<file path="src/rtl/rtcc_pkg.sv">
package rtcc_pkg;

   typedef enum logic [2:0] {
      F_SEC   = 3'd0,
      F_MIN   = 3'd1,
      F_HOUR  = 3'd2,
      F_DATE  = 3'd3,
      F_WDAY  = 3'd4,
      F_MONTH = 3'd5,
      F_YEAR  = 3'd6,
      F_CTRL  = 3'd7
   } rtcc_field_e;

   // next value of a two-digit BCD number, no wrap handling
   function automatic logic [7:0] bcd_inc(input logic [7:0] v);
      if (v[3:0] == 4'd9) bcd_inc = {v[7:4] + 4'd1, 4'd0};
      else                bcd_inc = {v[7:4], v[3:0] + 4'd1};
   endfunction

   // two-digit BCD year divisible by four
   function automatic logic bcd_leap(input logic [7:0] y);
      if (y[4]) bcd_leap = (y[3:0] == 4'd2) || (y[3:0] == 4'd6);
      else      bcd_leap = (y[3:0] == 4'd0) || (y[3:0] == 4'd4) || (y[3:0] == 4'd8);
   endfunction

   // last day of a BCD month
   function automatic logic [7:0] month_last(input logic [7:0] m, input logic [7:0] y);
      case (m)
         8'h02:                      month_last = bcd_leap(y) ? 8'h29 : 8'h28;
         8'h04, 8'h06, 8'h09, 8'h11: month_last = 8'h30;
         default:                    month_last = 8'h31;
      endcase
   endfunction

endpackage

</file>
<file path="src/rtl/rtcc_bcd_field.sv">
module rtcc_bcd_field #(
   parameter logic [7:0] FIRST     = 8'h00,
   parameter logic [7:0] RESET_VAL = 8'h00
) (
   input  logic       clk,
   input  logic       rst_n,
   input  logic       step,
   input  logic [7:0] last,
   input  logic       ld,
   input  logic [7:0] ld_val,
   output logic [7:0] q,
   output logic       wrap
);
   import rtcc_pkg::*;

   assign wrap = step && (q == last);

   always_ff @(posedge clk or negedge rst_n) begin
      if (!rst_n)    q <= RESET_VAL;
      else if (ld)   q <= ld_val;
      else if (wrap) q <= FIRST;
      else if (step) q <= bcd_inc(q);
   end
endmodule

</file>
<file path="src/rtl/rtcc_hour_ctr.sv">
module rtcc_hour_ctr #(
   parameter logic [7:0] RESET_VAL = 8'h00
) (
   input  logic       clk,
   input  logic       rst_n,
   input  logic       step,
   input  logic       ld,
   input  logic [7:0] ld_val,
   output logic [7:0] q,
   output logic       wrap
);
   import rtcc_pkg::*;

   logic [7:0] nxt;
   logic [7:0] h;
   logic [7:0] hi;
   logic       day_end;

   always_comb begin
      nxt     = q;
      day_end = 1'b0;
      if (q[7]) begin
         h  = {3'b000, q[4:0]};
         hi = bcd_inc(h);
         if (h == 8'h12) begin
            nxt = {1'b1, 1'b0, q[5], 5'h01};
         end else if (h == 8'h11) begin
            nxt     = {1'b1, 1'b0, ~q[5], 5'h12};
            day_end = q[5];
         end else begin
            nxt = {1'b1, 1'b0, q[5], hi[4:0]};
         end
      end else begin
         h  = {2'b00, q[5:0]};
         hi = bcd_inc(h);
         if (h == 8'h23) begin
            nxt     = 8'h00;
            day_end = 1'b1;
         end else begin
            nxt = {2'b00, hi[5:0]};
         end
      end
   end

   assign wrap = step && day_end;

   always_ff @(posedge clk or negedge rst_n) begin
      if (!rst_n)    q <= RESET_VAL;
      else if (ld)   q <= ld_val & 8'hBF;
      else if (step) q <= nxt;
   end
endmodule

</file>
<file path="src/rtl/rtcc_top.sv">
module rtcc_top #(
   parameter int         ADDR_W       = 3,
   parameter bit         RUN_AT_RESET = 1'b1,
   parameter logic [7:0] YEAR_RESET   = 8'h00
) (
   input  logic              clk,
   input  logic              rst_n,
   input  logic              tick_1hz,
   input  logic              wr_en,
   input  logic [ADDR_W-1:0] wr_addr,
   input  logic [7:0]        wr_data,
   input  logic [ADDR_W-1:0] rd_addr,
   output logic [7:0]        rd_data
);
   import rtcc_pkg::*;

   localparam int NUM_MS = 2;   // seconds and minutes share one shape

   generate
      if (ADDR_W < 3) begin : g_bad_addr
         $error("rtcc_top: ADDR_W must be at least 3");
      end
      if (YEAR_RESET[3:0] > 4'd9 || YEAR_RESET[7:4] > 4'd9) begin : g_bad_year
         $error("rtcc_top: YEAR_RESET must be BCD");
      end
   endgenerate

   logic              run_q;
   logic              adv;
   logic [NUM_MS:0]   ms_step;
   logic [7:0]        ms_q [NUM_MS];
   logic [7:0]        sec_q, min_q, hour_q, date_q, wday_q, month_q, year_q;
   logic              day_step, month_step, year_step, wday_wrap, year_wrap;

   function automatic logic hit(input logic [ADDR_W-1:0] a, input rtcc_field_e f);
      hit = wr_en && (a == ADDR_W'(f));
   endfunction

   assign adv        = tick_1hz && run_q;
   assign ms_step[0] = adv;

   genvar gi;
   generate
      for (gi = 0; gi < NUM_MS; gi++) begin : g_ms
         rtcc_bcd_field #(.FIRST(8'h00), .RESET_VAL(8'h00)) u_fld (
            .clk    (clk),
            .rst_n  (rst_n),
            .step   (ms_step[gi]),
            .last   (8'h59),
            .ld     (wr_en && (wr_addr == ADDR_W'(gi))),
            .ld_val (wr_data),
            .q      (ms_q[gi]),
            .wrap   (ms_step[gi+1])
         );
      end
   endgenerate

   assign sec_q = ms_q[0];
   assign min_q = ms_q[1];

   rtcc_hour_ctr #(.RESET_VAL(8'h00)) u_hour (
      .clk (clk), .rst_n (rst_n), .step (ms_step[NUM_MS]),
      .ld (hit(wr_addr, F_HOUR)), .ld_val (wr_data),
      .q (hour_q), .wrap (day_step)
   );

   rtcc_bcd_field #(.FIRST(8'h01), .RESET_VAL(8'h01)) u_date (
      .clk (clk), .rst_n (rst_n), .step (day_step),
      .last (month_last(month_q, year_q)),
      .ld (hit(wr_addr, F_DATE)), .ld_val (wr_data),
      .q (date_q), .wrap (month_step)
   );

   rtcc_bcd_field #(.FIRST(8'h01), .RESET_VAL(8'h01)) u_wday (
      .clk (clk), .rst_n (rst_n), .step (day_step), .last (8'h07),
      .ld (hit(wr_addr, F_WDAY)), .ld_val (wr_data),
      .q (wday_q), .wrap (wday_wrap)
   );

   rtcc_bcd_field #(.FIRST(8'h01), .RESET_VAL(8'h01)) u_month (
      .clk (clk), .rst_n (rst_n), .step (month_step), .last (8'h12),
      .ld (hit(wr_addr, F_MONTH)), .ld_val (wr_data),
      .q (month_q), .wrap (year_step)
   );

   rtcc_bcd_field #(.FIRST(8'h00), .RESET_VAL(YEAR_RESET)) u_year (
      .clk (clk), .rst_n (rst_n), .step (year_step), .last (8'h99),
      .ld (hit(wr_addr, F_YEAR)), .ld_val (wr_data),
      .q (year_q), .wrap (year_wrap)
   );

   always_ff @(posedge clk or negedge rst_n) begin
      if (!rst_n)                     run_q <= RUN_AT_RESET;
      else if (hit(wr_addr, F_CTRL))  run_q <= wr_data[0];
   end

   always_comb begin
      rd_data = 8'h00;
      if (rd_addr == ADDR_W'(F_SEC))   rd_data = sec_q;
      if (rd_addr == ADDR_W'(F_MIN))   rd_data = min_q;
      if (rd_addr == ADDR_W'(F_HOUR))  rd_data = hour_q;
      if (rd_addr == ADDR_W'(F_DATE))  rd_data = date_q;
      if (rd_addr == ADDR_W'(F_WDAY))  rd_data = wday_q;
      if (rd_addr == ADDR_W'(F_MONTH)) rd_data = month_q;
      if (rd_addr == ADDR_W'(F_YEAR))  rd_data = year_q;
      if (rd_addr == ADDR_W'(F_CTRL))  rd_data = {7'd0, run_q};
   end
endmodule

</file>
<file path="config.mk">
export PLATFORM = sky130hd
export DESIGN_NAME = rtcc_top
export DESIGN_NICKNAME = d
export VERILOG_FILES = /design/src/rtl/rtcc_pkg.sv /design/src/rtl/rtcc_bcd_field.sv /design/src/rtl/rtcc_hour_ctr.sv /design/src/rtl/rtcc_top.sv
export SDC_FILE = /design/constraint.sdc
export NUM_CORES = 1
export LEC_CHECK = 0
export ABC_AREA = 1
export BUFFER_PORTS_ARGS = -buffer_cell sky130_fd_sc_hd__buf_2
export CAP_MARGIN = 20
export CORE_UTILIZATION = 37
export DETAILED_ROUTE_END_ITERATION = 6
export GPL_TIMING_DRIVEN = 0
export HOLD_SLACK_MARGIN = 0.12
export MAX_ROUTING_LAYER = met4
export SYNTH_ARGS = -nofsm -noshare
export SYNTH_HDL_FRONTEND = slang
export SYNTH_SLANG_ARGS = --single-unit
export TNS_END_PERCENT = 100
</file>
<file path="constraint.sdc">
create_clock -name clk -period 3.2 [get_ports clk]
set_input_delay 0.64 -clock clk [delete_from_list [all_inputs] [get_ports clk]]
set_output_delay 0.64 -clock clk [all_outputs]
set_load 0.01 [all_outputs]
</file>
# ---- Yosys cells after proc, flatten, opt, wreduce, memory -nomap -nowiden
# Index checks and enable logic that the tools add are counted.
dict set report op_classes {
  addsub 15
  n_eq_ne 42
  mux 48
  bitwise_logic 1
  reduce_logical 45
}
# cell count
set op_table {}
lappend op_table {{8-bit two-way mux} 36}
lappend op_table {{4-bit by 1-bit adder with 4-bit output, second input constant} 13}
lappend op_table {{3-bit nonzero test} 12}
lappend op_table {{4-bit equality test, second input constant} 8}
lappend op_table {{3-bit equality test, second input constant} 8}
lappend op_table {{8-bit by 3-bit equality test with 1-bit output, second input constant} 3}
lappend op_table {{6-bit two-way mux} 3}
lappend op_table {{8-bit by 5-bit equality test with 1-bit output, second input constant} 2}
lappend op_table {{8-bit by 7-bit equality test with 1-bit output, second input constant} 2}
lappend op_table {{1-bit logical AND} 16}
lappend op_table {{3-bit by 2-bit equality test with 1-bit output, second input constant} 4}
lappend op_table {{2-bit AND reduction} 6}
lappend op_table {{5-bit equality test, second input constant} 2}
lappend op_table {{5-bit one-hot mux with 2 select lines} 1}
lappend op_table {{4-bit by 3-bit equality test with 1-bit output, second input constant} 2}
lappend op_table {{8-bit by 2-bit equality test with 1-bit output, second input constant} 1}
lappend op_table {{8-bit by 4-bit equality test with 1-bit output, second input constant} 1}
lappend op_table {{8-bit by 6-bit equality test with 1-bit output} 1}
lappend op_table {{8-bit equality test, second input constant} 1}
lappend op_table {{1-bit two-way mux} 7}
lappend op_table {{3-bit by 1-bit equality test with 1-bit output, second input constant} 2}
lappend op_table {{6-bit equality test, second input constant} 1}
lappend op_table {{3-bit logical NOT} 2}
lappend op_table {{3-bit by 2-bit != test with 1-bit output, second input constant} 2}
lappend op_table {{other kinds (13)} 15}
dict set report word_totals {
  reg_bits 57
  input_bits 18
  output_inout_bits 8
  elab_cells 167
}

# ---- Longest topological paths before layout
# Gate-level depths: netlist (run 1).
dict set report depth {
  word_depth 13
  mapped_depth 16
}

# ---- Modules after synthesis
# From an unflattened synthesis (run 1), not the netlist that was laid out.
dict set report unflattened {
  hier_cells 994
  hier_area_um2 5979.5
}
# mod n_inst cells_per_inst area_per_inst_um2 seq_area_each_um2
set modules_own_cells {}
lappend modules_own_cells {{rtcc_bcd_field at g_ms[0].u_fld ...} 3 125 774.5 200.2}
lappend modules_own_cells {{rtcc_bcd_field at u_date ...} 3 117 742.0 201.4}
lappend modules_own_cells {rtcc_top 1 173 830.8 26.3}
lappend modules_own_cells {rtcc_hour_ctr 1 95 599.3 175.2}

# ---- Worst setup path after synthesis (run 1)
# Ideal clock, no wire load.
dict set report synth_timing {
  kind {input to output}
  startpoint {input port rd_addr[0]}
  endpoint {output port rd_data[5]}
  t_arrival_ns 1.668
  required_ns 2.560
  setup_slack_ns 0.892
  cell_stages 8
  n_path_buf 0
  cell_sequence {inv_1 nor3_1 nand2_1 o211ai_1 o21ai_0 o211ai_1 o22ai_1 inv_1}
}
dict set report synth_via {
  elab_chain_cells 9
  elab_cells_between_ends 16
  cone_classes {eq/ne (7); mux (8); reduce/logical (1)}
}
# item line_no
set synth_rtl {}
lappend synth_rtl {{start: declaration} rtcc_top.sv:12} ;# input logic [ADDR_W-1:0] rd_addr,
lappend synth_rtl {{3-bit logical NOT} rtcc_top.sv:99} ;# if (rd_addr == ADDR_W'(F_SEC)) rd_data = sec_q;
lappend synth_rtl {{8-bit two-way mux} rtcc_top.sv:99}
lappend synth_rtl {{8-bit two-way mux} rtcc_top.sv:100} ;# if (rd_addr == ADDR_W'(F_MIN)) rd_data = min_q;
lappend synth_rtl {{8-bit two-way mux} rtcc_top.sv:101} ;# if (rd_addr == ADDR_W'(F_HOUR)) rd_data = hour_q;
lappend synth_rtl {{8-bit two-way mux} rtcc_top.sv:102} ;# if (rd_addr == ADDR_W'(F_DATE)) rd_data = date_q;
lappend synth_rtl {{8-bit two-way mux} rtcc_top.sv:103} ;# if (rd_addr == ADDR_W'(F_WDAY)) rd_data = wday_q;
lappend synth_rtl {{8-bit two-way mux} rtcc_top.sv:104} ;# if (rd_addr == ADDR_W'(F_MONTH)) rd_data = month_q;
lappend synth_rtl {{8-bit two-way mux} rtcc_top.sv:105} ;# if (rd_addr == ADDR_W'(F_YEAR)) rd_data = year_q;
lappend synth_rtl {{8-bit two-way mux *} rtcc_top.sv:106} ;# if (rd_addr == ADDR_W'(F_CTRL)) rd_data = {7'd0, run_q};
lappend synth_rtl {{end: declaration} rtcc_top.sv:13} ;# output logic [7:0] rd_data
# Mark *: on every way between the ends. The rest lies on a longest branch, timed or not.

# ---- Worst setup path after layout (run 1)
dict set report layout_timing {
  startpoint {input port rd_addr[2]}
  endpoint {output port rd_data[7]}
}
# The elaborated chain is that of the path after synthesis.

==> flow_metrics.tcl, run 1 <==
set metrics [dict create \
    final_common_cell "nand2_1" \
    min_path_type "input port to asynchronous set/reset pin" \
    required_ns 2.56 \
    reg2reg_slack_ns 0.93 \
    grt_overflow 0 \
    cts_resized 0 \
    core_sq_um 11500 \
    grt.total_usage_pct 22.3 \
    n_fill_cell 1193 \
    drt_iter0_markers 317 \
    maxCapViolations 0 \
    powerDensity_nw_per_um2 579 \
    final_nets 697 \
    synth_mux_area_share_pct 0 \
    synth_ff_type "dfrtp_1" \
    drv_slew 0 \
    synth_compound_area_share_pct 16.1 \
    tritoncts "yes" \
    async_flop_share_pct 100 \
    synth_top_family_by_area "simple AND/OR/NAND/NOR gates" \
    clk_pin_slew_ns 0.07 \
    netlist_instances 625 \
    synth_edf_count 0 \
    numPortBuffers 25 \
    fp.dieH_microns 111 \
    seqCellArea_sq_um 1410 \
    grt_pass1_vias 4009 \
    rsz0062_at_grt "no" \
    hold_violations 0 \
    worst-path-max-fanout 10 \
    tightestPinTransition_ns 0.780 \
    finClkSkew_ns 0.00526 \
    antenna_left 0 \
    crit_slowest_cell "clkbuf_1" \
    syn_nets 664 \
    final-setup-viol-count 0 \
    drive_gt1_share_pct 10.2 \
    grt_pass1_wl_mm 20.8 \
    clockBufferDepth 2 \
    die_x_microns 111 \
    yosys.cell_types.count 45 \
    die_area_sq_um 12200 \
    drt-wirelength-per-cell_microns 16.1 \
    synth.cell_area_sq_um 4370 \
    vias 4311 \
    yosysSeqAreaShare_pct 32.2 \
    cp_data_arrival_time_ns 2.31 \
    p_leak_nw 2.49 \
    antenna_found_initial 0 \
    synth_seq_cells 56 \
    ios 26 \
    period_share_pct 92.2 \
    synth.avg_cell_area_sq_um 6.99 \
    max_freq_ghz 0.339 \
    dpl.hpwl_mm 9.85 \
    clock_sinks 56 \
    layout_common_cells "nand2_1 (150), inv_1 (98), nor2_1 (70)" \
    multiInputGateArea_sq_um 2570 \
    cp-end-kind "output pin" \
    synth_fa_ha_area_share_pct 6.01 \
    route.detailed.drc 0 \
    synth-xor-area-share_pct 4.01 \
    tns_ns 0 \
    initial_core_util_pct 38.1 \
    worstPathCellList "buf_2 > inv_1 > nand3_1 > clkbuf_1 > nand3_1 > o21ai_0 > o21ai_0 > o32ai_1 > inv_1 > buf_2" \
    routabilityCongestion 0.891 \
    routed_wl_mm 12.9 \
    clk_latency_ns 0.31 \
    crit_path_start_kind "input port" \
    yosys.area_share.simple_pct 32.6 \
    cts_max_level 2 \
    status "completed" \
    peakVddDrop_mv 0.290 \
    crit_type "input port to output pin" \
    hold_buffers 0 \
    cts-root-buf "clkbuf_16" \
    area_delta_synth_final_pct 10.9 \
    viasPerCell 5.38 \
    fin_crit_ns 2.95 \
    cts_inserted_buffers 5 \
    relSlewSlack_pct 47.6 \
    firstDrtPassIters 5 \
    place_ws_ns 0.0800 \
    fp-row-count 39 \
    r2r_start "g_ms[0].u_fld.q[1]" \
    setup_ws_ns 0.250 \
    n_antenna_cell 0 \
    slowest_delay_ns 0.31 \
    post-cts-setup-buffers 0 \
    yosysWarnings 0 \
    grt_max_degree 31 \
    r2r-end "u_month.q[4]" \
    ff2ff_path_depth 13 \
]
-- metrics by stage --
| step | hold WS [ns] | instances | power (W) | cell area, sq um | utilization [%] |
|---|---|---|---|---|---|
| after floorplan | 0.344 | 625 | 0.00188 | 4370 | - |
| after global placement | 0.472 | 793 | 0.00219 | 4670 | 40.8 |
| after detailed placement | 0.486 | 794 | 0.00221 | 4690 | 40.9 |
| after CTS | 0.385 | 802 | 0.00281 | 4840 | 42.2 |
| after global routing | 0.410 | 802 | 0.00303 | 4840 | 42.2 |
| final | 0.372 | 802 | 0.00280 | 4840 | 42.2 |
-- registers in the layout, summed over array words and instances (netlist names) --
| register | flops |
|---|---|
| g_ms.u_fld.q | 16 |
| run_q | 1 |
| u_date.q | 8 |
| u_hour.q | 7 |
| u_month.q | 8 |
| u_wday.q | 8 |
| u_year.q | 8 |
-- cell usage after synthesis, types with 2 or more instances --
master	number	area [sq um]
a21oi_1	16	80.1
a22oi_1	4	30.0
a31oi_1	5	31.3
clkbuf_1	3	11.3
dfrtp_1	52	1300
dfstp_2	4	105
ha_1	21	263
inv_1	98	368
nand2_1	150	563
nand2_2	4	25.0
nand2_4	6	67.6
nand3_1	45	225
nand3_2	2	20.0
nand3_4	2	35.0
nand4_1	8	50.1
nor2_1	70	263
nor2_2	3	18.8
nor3_1	12	60.1
nor4_1	5	31.3
o211ai_1	3	22.5
o21ai_0	40	200
o21ai_2	4	35.0
o221ai_1	11	96.3
o22ai_1	14	87.6
o32ai_1	4	35.0
or2_2	2	12.5
xnor2_1	7	61.3
xor2_1	13	114
-- where the power goes --
part / internal [W] / switching, W
combinational: 0.000401 / 0.000625
sequential: 0.000919 / 0.000272
clock: 0.000314 / 0.000274
-- logic make-up after synthesis --
kind of cell,Yosys count
fa+ha+maj,21
buf+inv,104
compound gates,111
simple gates,313
flops,56
xor+xnor,20
-- cell type report --
type                       instances  share of cell area, %
buffer                             5                  0.439
multi-input combinational        465                   53.0
sequential                        56                   29.0
inverter                          99                   7.77
clock buffer                       8                   3.02
timing repair buffer              26                   3.00
tap                              143                   3.69
-- worst max-delay path by stage --
| stage | end | start | depth (start not counted) | slack, ns |
|---|---|---|---|---|
| 5_1_grt | rd_data[5] | rd_addr[0] | 10 | 0.09 |
| 3_3_place_gp | rd_data[4] | rd_addr[1] | 8 | 0.03 |
| 6_report | rd_data[7] | rd_addr[2] | 10 | 0.25 |
| 3_5_place_dp | rd_data[4] | rd_addr[1] | 8 | 0.08 |
| 4_1_cts | rd_data[4] | rd_addr[1] | 8 | 0.08 |
| 2_1_floorplan | rd_data[5] | rd_addr[0] | 8 | 0.89 |
-- critical path, delay by kind of cell --
family                 cells  cell delay [ns]
AO/OA/AOI/OAI              3             0.63
buffers and inverters      5             0.77
AND/OR/NAND/NOR            2             0.26
-- metal layers --
layer / part of all wire (%) / track usage, %
met5: 0 / -
met4: 2.0 / 6.76
met3: 5.4 / 3.61
met2: 46 / 34.2
met1: 47 / 30.4
(Power assumes the default switching activity.)
==> inputs of run 2 (changes only) <==
Settings changed: CELL_PAD_IN_SITES_DETAIL_PLACEMENT from default to 1, CELL_PAD_IN_SITES_GLOBAL_PLACEMENT from default to 2, PLACE_DENSITY_LB_ADDON from default to 0.1, SLEW_MARGIN from default to 20.
==> run 2 against run 1 <==
Against the previous run: count of clock-buffer cells in the layout is 3 lower; power is 1.0% higher; die area stayed put; largest cell class unchanged; largest power group unchanged.
==> flow_metrics.tcl, run 2 (synthesized netlist as in run 1, its figures left out) <==
set metrics [dict create \
    antenna_found_initial 0 \
    switchingPower_w 0.00122 \
    slowest_delay_ns 0.34 \
    largest_register_ffs 16 \
    period_share_pct 91.9 \
    firstDrtPassIters 4 \
    max_freq_ghz 0.340 \
    numPortBuffers 25 \
    die_area_sq_um 12200 \
    powerDensity_nw_per_um2 585 \
    drive_gt1_share_pct 10.5 \
    routabilityCongestion 0.887 \
    fin_crit_ns 2.94 \
    worstPathCellList "buf_2 > inv_1 > nand3_1 > clkbuf_1 > nand3_1 > o21ai_0 > o21ai_0 > o32ai_1 > inv_1 > buf_2" \
    maxCapViolations 0 \
    relSlewSlack_pct 52.1 \
    hold_buffers 0 \
    required_ns 2.56 \
    critPathTopFamily "buffers and inverters" \
    clk_latency_ns 0.31 \
    route.detailed.drc 0 \
    initial_core_util_pct 38.1 \
    crit_type "input port to output pin" \
    placed_cell_area_sq_um 4700 \
    drt_iter0_markers 235 \
    grt_overflow 0 \
    rsz0062_at_grt "no" \
    antenna_left 0 \
    grt_pass1_vias 4346 \
    area_delta_synth_final_pct 10.9 \
    vias 4287 \
    final_area_sq_um 4840 \
    final-setup-viol-count 0 \
    cts-root-buf "clkbuf_16" \
    p_clk_share_pct 20.2 \
    routed_wl_mm 14.8 \
    cts_max_level 2 \
    fp-row-count 39 \
    grt.total_usage_pct 26.1 \
    status "completed" \
    viasPerCell 5.35 \
    tritoncts "yes" \
    p_seq_share_pct 42.6 \
    drt-wirelength-per-cell_microns 18.5 \
    worst-path-max-fanout 10 \
    setup_ws_ns 0.258 \
    final_common_cell "nand2_1" \
    hold_violations 0 \
    ios 26 \
    cp_num_buf_inv 5 \
    final_nets 697 \
    fp.dieH_microns 111 \
    clockBufferDepth 2 \
    swShare_pct 43.2 \
    crit_slowest_cell "clkbuf_1" \
    min_path_type "input port to asynchronous set/reset pin" \
    finClkSkew_ns 0.00720 \
    clk_pin_slew_ns 0.07 \
    clock_sinks 56 \
    dpl.hpwl_mm 11.5 \
    place_ws_ns 0.227 \
    share_comb_of_total_power_pct 37.2 \
    crit_path_start_kind "input port" \
    power.internal_w 0.00161 \
    drv_slew 0 \
    cp-end-kind "output pin" \
    grt_max_degree 34 \
    cts_inserted_buffers 5 \
    core_sq_um 11500 \
    cp_data_arrival_time_ns 2.30 \
    cts_resized 0 \
    p_leak_nw 2.49 \
    total_power_w 0.00283 \
    peakVddDrop_mv 0.236 \
    die_x_microns 111 \
    layout_common_cells "nand2_1 (150), inv_1 (98), nor2_1 (70)" \
    n_antenna_cell 0 \
    grt_pass1_wl_mm 24.1 \
    tightestPinTransition_ns 0.713 \
    post-cts-setup-buffers 0 \
    tns_ns 0 \
    regMostFlops "g_ms.u_fld.q" \
]
run 2: cell types whose count changed in the layout (fill, tap and decap cells not counted):
| cell | previous run | this run |
|---|---|---|
| clkbuf_1 | 5 | 3 |
| clkinv_2 | 0 | 2 |
| buf_2 | 26 | 25 |
| buf_4 | 0 | 1 |
| clkbuf_8 | 1 | 0 |
| clkinv_4 | 1 | 2 |
run 2: layout make-up:
type,count,area (sq um)
Buffer,5,21.3
Inverter,99,377
Clock buffer,5,125
Multi-Input combinational cell,465,2570
Timing Repair Buffer,26,148
Tap cell,143,179
Fill cell,1479,6620
Sequential cell,56,1410
Clock inverter,3,18.8
run 2: power by group through the flow:
stage                     Sequential, W  Clock (W)  Combinational (W)
after floorplan                 0.00112          0           0.000769
after global placement          0.00120          0            0.00101
after detailed placement        0.00122          0            0.00105
after CTS                       0.00120   0.000593            0.00106
after global routing            0.00124   0.000608            0.00121
final                           0.00121   0.000573            0.00105
run 2: through the flow:
stage | hold WS (ns) | std cells | utilization, %
finish | 0.244 | 802 | 42.2
global route | 0.266 | 802 | 42.2
CTS | 0.247 | 802 | 42.2
detailed placement | 0.481 | 794 | 40.9
global placement | 0.471 | 793 | 40.8
floorplan | 0.344 | 625 | -
run 2: final timing paths:
| kind | startpoint | endpoint | slack, ns | cells after the start |
|---|---|---|---|---|
| max | rd_addr[2] | rd_data[1] | 0.26 | 10 |
| max in group asynchronous | rst_n | u_date.q[0] | 2.37 | 2 |
| max reg2reg | g_ms[0].u_fld.q[1] | u_month.q[4] | 0.88 | 13 |
| min | rst_n | u_hour.q[4] | 0.24 | 1 |
| min reg2reg | u_date.q[7] | u_date.q[7] | 0.50 | 2 |
| min in group clk | u_date.q[7] | u_date.q[7] | 0.50 | 2 |
run 2: layer usage:
layer,up-vias,GRT usage [%],wire [microns]
li1,2133,-,-
met1,2085,37.2,7460
met2,57,39.8,6730
met3,12,2.41,441
met4,0,6.58,176
met5,-,-,0
==> inputs of run 3 (changes only) <==
Settings changed: CORE_MARGIN from default to 2.
==> run 3 against run 2 <==
Against the previous run: utilization is 0.076 points higher; critical endpoint is now rd_data[3]; global-route usage is 0.42 points lower; clock power is 21% higher; first-iteration DRC count is 1.7% higher; power is 4.1% higher; die area is 3.6% higher; sequential share of layout area is 0.052 points lower; hold slack better by 0.16 ns; sequential cell count stayed put; critical path depth is 2 lower; combinational power hardly changed; critical path type unchanged; routed wire length hardly changed.
==> flow_metrics.tcl, run 3 (synthesized netlist as in run 1, its figures left out) <==
set metrics [dict create \
    status "completed" \
    routabilityCongestion 0.879 \
    firstDrtPassIters 4 \
    viasPerCell 5.35 \
    crit_path_start_kind "input port" \
    worstPathCellList "buf_2 > inv_1 > nor3_1 > inv_1 > o21ai_0 > nor4_1 > a21oi_1 > buf_2" \
    crit_end "rd_data[3]" \
    cp_num_cells 8 \
    grt_overflow 0 \
    drt_iter0_markers 239 \
    placed_cell_area_sq_um 4680 \
    cts-root-buf "clkbuf_16" \
    largest_register_ffs 16 \
    met2_usage_pct 39.2 \
    total_power_w 0.00295 \
    hold_buffers 0 \
    finClkSkew_ns 0.00878 \
    routed_wl_mm 14.8 \
    regMostFlops "g_ms.u_fld.q" \
    grt_pass1_wl_mm 24.6 \
    required_ns 2.56 \
    r2r-end "u_month.q[7]" \
    drive_gt1_share_pct 10.2 \
    area_delta_synth_final_pct 11.1 \
    initial_core_util_pct 38.1 \
    post-cts-setup-buffers 0 \
    peakVddDrop_mv 0.319 \
    cp_num_buf_inv 4 \
    final-setup-viol-count 0 \
    cts_inserted_buffers 5 \
    drv_slew 0 \
    core_sq_um 11500 \
    setup_ws_ns 0.260 \
    final_area_sq_um 4850 \
    cp_data_arrival_time_ns 2.30 \
    period_share_pct 91.9 \
    final_nets 696 \
    grt_pass1_vias 4477 \
    cts_max_level 2 \
    tns_ns 0 \
    cts_resized 0 \
    route.detailed.drc 0 \
    grt.total_usage_pct 25.7 \
    clock_sinks 56 \
    final_common_cell "nand2_1" \
    maxCapViolations 0 \
    die_area_sq_um 12700 \
    grt_max_degree 57 \
    fp-row-count 39 \
    max_freq_ghz 0.340 \
    worst-path-max-fanout 9 \
    clockBufferDepth 2 \
    grtUsageMet3_pct 2.86 \
    dpl.hpwl_mm 11.4 \
    crit_slowest_cell "nor3_1" \
    ff2ff_path_depth 12 \
    reg2reg_slack_ns 0.86 \
    hold_slack_ns 0.408 \
    ios 26 \
    grt_util_met1_pct 36.0 \
    r2r_start "u_month.q[5]" \
    place_ws_ns 0.205 \
    critPathTopFamily "simple AND/OR/NAND/NOR gates" \
    crit_type "input port to output pin" \
    antenna_left 0 \
    layout_common_cells "nand2_1 (150), inv_1 (98), nor2_1 (70)" \
    vias 4287 \
    hold_violations 0 \
    fp.dieH_microns 113 \
    rsz0062_at_grt "no" \
    slowest_delay_ns 0.59 \
    numPortBuffers 25 \
    clk_latency_ns 0.32 \
    clk_pin_slew_ns 0.08 \
    p_leak_nw 2.50 \
    tritoncts "yes" \
    antenna_found_initial 0 \
    min_path_type "input port to asynchronous set/reset pin" \
    cp-end-kind "output pin" \
    fin_crit_ns 2.94 \
    die_x_microns 113 \
    relSlewSlack_pct 46.0 \
    n_antenna_cell 0 \
    worstSetupStartpoint "rd_addr[1]" \
    powerDensity_nw_per_um2 608 \
    tightestPinTransition_ns 0.803 \
    grt-busiest-layer "met2" \
    drt-wirelength-per-cell_microns 18.5 \
]
==> run 3: cell types whose count changed in the layout (fill, tap and decap cells not counted), sizes merged <==
cell,delta
buf,-1
bufinv,+1
clkbuf,+1
clkinv,-2
==> run 3: final cells by class <==
type | instances | area, sq um
Inverter | 99 | 377
Clock buffer | 6 | 139
Sequential cell | 56 | 1410
Clock inverter | 2 | 38.8
Multi-Input combinational cell | 465 | 2560
Tap cell | 143 | 179
Fill cell | 1505 | 6610
Buffer | 5 | 21.3
Timing Repair Buffer | 25 | 128
==> run 3: how the worst min path moves through the flow <==
stage                      startpoint                 end
after floorplan                 rst_n  g_ms[0].u_fld.q[0]
after global placement    u_date.q[7]         u_date.q[7]
after detailed placement  u_date.q[7]         u_date.q[7]
after CTS                       rst_n         u_hour.q[4]
after global routing            rst_n         u_hour.q[4]
final                           rst_n         u_hour.q[4]
==> run 3: metrics by stage <==
step	cells	utilization, %
global route	801	42.3
global placement	793	40.8
detailed placement	793	40.8
floorplan	625	-
finish	801	42.3
CTS	801	42.3
==> run 3: metal layers <==
layer  routed length [microns]  up-vias
met1                      7370     2077
met3                       545       15
met2                      6640       65
met5                         0        -
li1                          -     2130
met4                       250        0
==> run 3: where the power goes <==
part	total (W)	switching, W	internal [W]
clock	0.000696	0.000302	0.000394
sequential	0.00120	0.000280	0.000919
combinational	0.00106	0.000655	0.000401
total	0.00295	0.00124	0.00171
